**config.mk**
```make
export PLATFORM = sky130hd
export DESIGN_NAME = useq_ctrl
export DESIGN_NICKNAME = d
export VERILOG_FILES = /design/src/rtl/useq_pkg.sv /design/src/rtl/useq_rom.sv /design/src/rtl/useq_dispatch.sv /design/src/rtl/useq_next.sv /design/src/rtl/useq_ctrl.sv
export SDC_FILE = /design/constraint.sdc
export NUM_CORES = 1
export LEC_CHECK = 0
export ABC_AREA = 0
export CORE_AREA = 2 2 39 41
export CTS_CLUSTER_SIZE = 8
export DETAILED_ROUTE_END_ITERATION = 10
export DIE_AREA = 0 0 41 43
export DONT_BUFFER_PORTS = 1
export GPL_TIMING_DRIVEN = 0
export HOLD_SLACK_MARGIN = 0.05
export SYNTH_ARGS = -nofsm -noshare
export SYNTH_HDL_FRONTEND = slang
export SYNTH_SLANG_ARGS = --single-unit
```
**constraint.sdc**
```tcl
create_clock -name clk -period 2 [get_ports clk]
set_clock_uncertainty 0.15 [all_clocks]
set_input_delay 0 -clock clk [delete_from_list [all_inputs] [get_ports clk]]
set_output_delay 0 -clock clk [all_outputs]
set_load 0.01 [all_outputs]
```
**src/rtl/useq_pkg.sv**
```systemverilog
`timescale 1ns/1ps
package useq_pkg;
  localparam int UPC_W     = 4;
  localparam int OP_W      = 6;
  localparam int LAST_USED = 9;

  typedef enum logic [1:0] {
    SEQ_ZERO  = 2'd0,
    SEQ_DISP1 = 2'd1,
    SEQ_DISP2 = 2'd2,
    SEQ_INCR  = 2'd3
  } seq_e;

  typedef struct packed {
    logic       pc_wr;
    logic       pc_wr_cond;
    logic       addr_from_alu;
    logic       mem_rd;
    logic       mem_wr;
    logic       ir_wr;
    logic       wb_from_mem;
    logic [1:0] pc_src;
    logic [1:0] alu_op;
    logic [1:0] alu_b_sel;
    logic       alu_a_sel;
    logic       reg_wr;
    logic       reg_dst_rd;
  } ctrl_t;

  typedef struct packed {
    ctrl_t ctrl;
    seq_e  seq;
  } uword_t;
endpackage

```
**src/rtl/useq_rom.sv**
```systemverilog
`timescale 1ns/1ps
module useq_rom
  import useq_pkg::*;
#(
  parameter int AW = UPC_W
) (
  input  logic [AW-1:0] addr,
  output uword_t        word
);
  always_comb begin
    word = '0;
    word.seq = SEQ_ZERO;
    case (addr)
      AW'(0): begin // fetch
        word.ctrl.mem_rd    = 1'b1;
        word.ctrl.ir_wr     = 1'b1;
        word.ctrl.alu_b_sel = 2'b01;
        word.ctrl.pc_wr     = 1'b1;
        word.seq            = SEQ_INCR;
      end
      AW'(1): begin // decode
        word.ctrl.alu_b_sel = 2'b11;
        word.seq            = SEQ_DISP1;
      end
      AW'(2): begin // address calculation
        word.ctrl.alu_a_sel = 1'b1;
        word.ctrl.alu_b_sel = 2'b10;
        word.seq            = SEQ_DISP2;
      end
      AW'(3): begin // load read
        word.ctrl.mem_rd        = 1'b1;
        word.ctrl.addr_from_alu = 1'b1;
        word.seq                = SEQ_INCR;
      end
      AW'(4): begin // load write-back
        word.ctrl.reg_wr      = 1'b1;
        word.ctrl.wb_from_mem = 1'b1;
      end
      AW'(5): begin // store
        word.ctrl.mem_wr        = 1'b1;
        word.ctrl.addr_from_alu = 1'b1;
      end
      AW'(6): begin // register op execute
        word.ctrl.alu_a_sel = 1'b1;
        word.ctrl.alu_op    = 2'b10;
        word.seq            = SEQ_INCR;
      end
      AW'(7): begin // register op write-back
        word.ctrl.reg_wr     = 1'b1;
        word.ctrl.reg_dst_rd = 1'b1;
      end
      AW'(8): begin // branch
        word.ctrl.alu_a_sel  = 1'b1;
        word.ctrl.alu_op     = 2'b01;
        word.ctrl.pc_wr_cond = 1'b1;
        word.ctrl.pc_src     = 2'b01;
      end
      AW'(9): begin // jump
        word.ctrl.pc_wr  = 1'b1;
        word.ctrl.pc_src = 2'b10;
      end
      default: ;
    endcase
  end
endmodule

```
**src/rtl/useq_dispatch.sv**
```systemverilog
`timescale 1ns/1ps
module useq_dispatch
  import useq_pkg::*;
#(
  parameter int AW    = UPC_W,
  parameter int OW    = OP_W,
  parameter int TABLE = 1
) (
  input  logic [OW-1:0] op,
  output logic [AW-1:0] target
);
  generate
    if (TABLE == 1) begin : g_decode_tbl
      always_comb begin
        case (op)
          OW'(6'b000000): target = AW'(6);
          OW'(6'b000010): target = AW'(9);
          OW'(6'b000100): target = AW'(8);
          OW'(6'b100011): target = AW'(2);
          OW'(6'b101011): target = AW'(2);
          default:        target = '0;
        endcase
      end
    end else begin : g_mem_tbl
      always_comb begin
        case (op)
          OW'(6'b100011): target = AW'(3);
          OW'(6'b101011): target = AW'(5);
          default:        target = '0;
        endcase
      end
    end
  endgenerate
endmodule

```
**src/rtl/useq_next.sv**
```systemverilog
`timescale 1ns/1ps
module useq_next
  import useq_pkg::*;
#(
  parameter int AW = UPC_W
) (
  input  logic          clk,
  input  logic          rst_n,
  input  seq_e          seq,
  input  logic [AW-1:0] disp1,
  input  logic [AW-1:0] disp2,
  output logic [AW-1:0] upc_q
);
  logic [AW-1:0] upc_d;
  logic          upc_en;

  always_comb begin
    upc_en = 1'b1;
    unique case (seq)
      SEQ_ZERO:  upc_d = '0;
      SEQ_DISP1: upc_d = disp1;
      SEQ_DISP2: upc_d = disp2;
      SEQ_INCR:  upc_d = upc_q + AW'(1);
      default:   upc_d = '0;
    endcase
  end

  always_ff @(posedge clk or negedge rst_n) begin
    if (!rst_n)      upc_q <= '0;
    else if (upc_en) upc_q <= upc_d;
  end


  ret_zero_chk: assert property (@(posedge clk) disable iff (!rst_n)
    (seq == SEQ_ZERO) |=> (upc_q == '0));

  incr_step_chk: assert property (@(posedge clk) disable iff (!rst_n)
    (seq == SEQ_INCR) |=> (upc_q == $past(upc_q) + AW'(1)));

  upc_range_chk: assert property (@(posedge clk) disable iff (!rst_n)
    upc_q <= AW'(LAST_USED));
endmodule

```
**src/rtl/useq_ctrl.sv**
```systemverilog
`timescale 1ns/1ps
module useq_ctrl
  import useq_pkg::*;
(
  input  logic             clk,
  input  logic             rst_n,
  input  logic [OP_W-1:0]  opcode,
  output logic [15:0]      ctrl,
  output logic [UPC_W-1:0] upc
);
  uword_t           word;
  logic [UPC_W-1:0] disp1;
  logic [UPC_W-1:0] disp2;
  logic [UPC_W-1:0] upc_q;

  useq_rom #(.AW(UPC_W)) u_rom (.addr(upc_q), .word(word));

  useq_dispatch #(.AW(UPC_W), .OW(OP_W), .TABLE(1)) u_disp1 (
    .op(opcode), .target(disp1));
  useq_dispatch #(.AW(UPC_W), .OW(OP_W), .TABLE(2)) u_disp2 (
    .op(opcode), .target(disp2));

  useq_next #(.AW(UPC_W)) u_next (
    .clk(clk), .rst_n(rst_n), .seq(word.seq),
    .disp1(disp1), .disp2(disp2), .upc_q(upc_q));

  assign ctrl = word.ctrl;
  assign upc  = upc_q;


  beq_dispatch_chk: assert property (@(posedge clk) disable iff (!rst_n)
    (upc == 4'd1 && opcode == 6'b000100) |=> (upc == 4'd8));

  store_dispatch_chk: assert property (@(posedge clk) disable iff (!rst_n)
    (upc == 4'd2 && opcode == 6'b101011) |=> (upc == 4'd5));

  disp2_miss_chk: assert property (@(posedge clk) disable iff (!rst_n)
    (upc == 4'd2 && opcode != 6'b100011 && opcode != 6'b101011) |=> (upc == 4'd0));
endmodule

```
==> impl_metrics.py <==
metrics = {
    "sta": {
        "final_max_slew_viol_count": 0,
        "slew_headroom": 0.734,
        "final_period_minus_worst_setup_slack_ns": 1.82,
        "post-route-period-util": 0.912,
        "max_slew.worst_pin.slew_ns": 0.399,
        "setup_violations": 0,
        "fmaxAchievable_ghz": 0.548,
        "tns_ns": 0,
        "grt_setup_unrepaired": "no",
        "final.hold.worst_slack_ns": 0.0756,
        "finalHoldViolations": 0,
    },
    "finish": {
        "post-route-cell-area_um2": 676,
        "syn2layout_area_growth_pct": 29.8,
        "num_antenna_cells": 0,
        "finalNonFillerCells": 88,
        "fin_nets": 86,
        "layout_common_cells": "sky130_fd_sc_hd__dlygate4sd3_1 (10), sky130_fd_sc_hd__and2_1 (5)",
        "registers_with_the_most_flip_flops": "u_next.upc_q x4",
        "final_layout_size_suffix_gt1_frac": 0.208,
        "postLayoutCoreUtil": 0.488,
        "regMostFlops": "u_next.upc_q",
        "mostFrequentLayoutCell": "sky130_fd_sc_hd__dlygate4sd3_1",
        "largest_register_ff_count": 4,
    },
    "worst_hold_path": {
        "timing.hold.worst.start": "opcode[4]",
        "worstHoldPathCells": 3,
        "worst_hold_path_type": "in2reg",
        "worst_hold_path.endpoint": "u_next.upc_q[0]$_DFF_PN0_",
    },
    "grt": {
        "grt_first_pass_wirelength_um": 1820,
        "global_route.overflow_total": 0,
        "grt_overall_usage": 0.146,
        "grt_max_degree": 11,
        "via_count_of_the_first_global_routing_pass": 453,
        "antenna_violations_before_repair": 0,
    },
    "cts": {
        "insertion_delay_ns": 0.23,
        "cts_htree_levels": 1,
        "root_buffer": "sky130_fd_sc_hd__clkbuf_4",
        "clk_pin_slew_ns": 0.04,
        "cts.sinks": 4,
        "clk_path_buf_depth": 2,
        "post-cts-setup-buffer-count": 0,
        "number_of_cts_inserted_buffers": 3,
        "cts_tree": "built",
    },
    "synth": {
        "yosys.area_share.xor_xnor": 0.0168,
        "post_synth_inst_count": 60,
        "post_synth_instance_area_um2": 520,
        "post_synthesis_mux_area_share": 0,
        "post_synth_and_or_nand_nor_area_fraction": 0.428,
        "postSynthAreaPerCell_um2": 8.67,
        "synth_nets": 72,
        "synth.yosys.seq_area_share": 0.192,
        "synth_warnings": 0,
        "complex_gate_fraction_of_the_synthesized_area": 0.185,
        "synth_adder_area_share": 0.0962,
        "ys_seq_elements": 4,
        "combinational_family_with_the_most_area_after_synthesis": "simple AND/OR/NAND/NOR gates",
        "yosysUniqueCellTypes": 32,
    },
    "drt": {
        "route.final.wire_length_um": 1190,
        "drcViolationCount": 0,
        "avgRoutedWirePerCell_um": 13.5,
        "postRouteAntennaNets": 0,
        "detail_route.vias_per_cell": 5.49,
        "detailedRoute.firstPassIterationCount": 4,
        "detailroute.via_count": 483,
        "drt_iter0_drc": 9,
    },
    "critical_path": {
        "worst_path_max_delay_cell": "sky130_fd_sc_hd__dfrtp_1",
        "crit_path_end_kind": "output port",
        "worst_r2r_startpoint": "u_next.upc_q[0]$_DFF_PN0_",
        "worst_r2r_endpoint": "u_next.upc_q[2]$_DFF_PN0_",
        "crit_arrival_ns": 1.67,
        "critical_path.max_stage_delay_ns": 0.44,
        "r2r.worst_path.cells": 4,
        "critPathMaxFanout": 9,
        "cp_cell_sequence": "inv_1 -> ha_1 -> nor3b_4 -> buf_4",
        "setup.worst_path.class": "reg2out",
        "worstPathRequired_ns": 1.85,
        "timing.critical_path.from": "u_next.upc_q[0]$_DFF_PN0_",
        "worst-r2r-setup-slack_ns": 0.24,
        "element_type_at_the_critical_path_start": "flop",
    },
    "die": {
        "fp.dieW_um": 41,
        "rows": 14,
        "core_area_um2": 1380,
        "io_pins": 28,
        "effective_utilization_at_floorplan": 0.376,
        "die_area_um2": 1760,
        "fp.dieH_um": 43,
    },
    "power_and_ir_drop": {
        "power_density_over_the_cells_nw_per_um2": 1150,
        "ir_worst_vdd_mv": 0.372,
        "p_leak_nw": 0.302,
    },
    "status": {
        "run_status": "finished, final reports clean",
    },
    "placement": {
        "detailed_placer_s_ending_hpwl_um": 868,
        "place.detailed.instances": 76,
        "place_congestion": 0.738,
        "postPlaceCellArea_um2": 541,
        "io_buffer_count": 0,
    },
    "flow_run": {
        "maxCapViolations": 0,
    },
}
==> what timing repair did <==
item,4_1_cts,5_1_grt
endpoints found under the setup margin,2,4
hold endpoints to repair,8,0
hold buffers,10,0
resized for setup,1,2
==> per-stage QoR <==
| step | setup WS (ns) | total power, mW |
|---|---|---|
| floorplan | 0.327 | 0.577 |
| global placement | 0.157 | 0.656 |
| detailed placement | 0.128 | 0.655 |
| CTS | 0.0843 | 0.778 |
| global route | 0.0261 | 0.847 |
| finish | 0.176 | 0.774 |
==> worst max-delay path: cells and delay by family (launching register included) <==
family	cells	cell delay, ns
adder cells (fa/ha/maj)	1	0.37
flip-flops	1	0.44
buffers and inverters	2	0.30
AND/OR/NAND/NOR	1	0.33
==> cell families after synthesis <==
group           Yosys count
compound gates           12
flops                     4
fa+ha+maj                 4
xor+xnor                  1
simple gates             31
buf+inv                   8
==> report_power, final <==
group | switching [mW] | leakage (nW) | total, mW | internal (mW)
Sequential | 0.0410 | 0.0530 | 0.147 | 0.106
Clock | 0.0275 | 0.0138 | 0.0943 | 0.0667
Combinational | 0.308 | 0.235 | 0.533 | 0.225
==> synthesized netlist by cell type, drive strengths merged <==
| library cell | count | area, µm² |
|---|---|---|
| o211ai | 3 | 27.5 |
| a21oi | 1 | 5.00 |
| nor2b | 3 | 21.3 |
| inv | 4 | 15.0 |
| and3b | 1 | 8.76 |
| nor4 | 3 | 33.8 |
| nand3b | 1 | 7.51 |
| dfrtp | 4 | 100 |
| nand3 | 2 | 10.0 |
| o2111ai | 1 | 8.76 |
| a21o | 2 | 15.0 |
| o21ba | 1 | 10.0 |
| xor2 | 1 | 8.76 |
| clkbuf | 2 | 8.75 |
| or2 | 2 | 12.5 |
| nand2 | 2 | 7.51 |
| nand4 | 5 | 37.5 |
| nor2 | 1 | 3.75 |
| nand2b | 1 | 6.26 |
| and2 | 5 | 31.3 |
| ha | 4 | 50.1 |
| and4bb | 1 | 12.5 |
| buf | 2 | 18.8 |
| o21a | 4 | 30.0 |
| nor3b | 4 | 30.0 |
==> cell type report <==
type | instances | area, µm²
fillers | 122 | 708
multi-input cells | 48 | 394
flip-flops and latches | 4 | 100
repair buffers | 10 | 100
plain buffers | 3 | 23.8
clock buffers | 3 | 22.5
well taps | 16 | 20.0
inverters | 4 | 15.0
==> metal layers <==
metal,global-route usage,wire (µm),vias up
met5,0,0,-
met4,0.0400,0,0
met3,0,75,0
met2,0.263,645,19
met1,0.180,466,217
li1,-,-,247
==> how the worst max path moves through the flow <==
stage / slack [ns] / endpoint
2_1_floorplan: 0.33 / ctrl[14]
3_3_place_gp: 0.16 / u_next.upc_q[2]$_DFF_PN0_
3_5_place_dp: 0.13 / u_next.upc_q[2]$_DFF_PN0_
4_1_cts: 0.08 / ctrl[15]
5_1_grt: 0.03 / ctrl[14]
6_report: 0.18 / ctrl[14]
(Power assumes the default switching activity.)
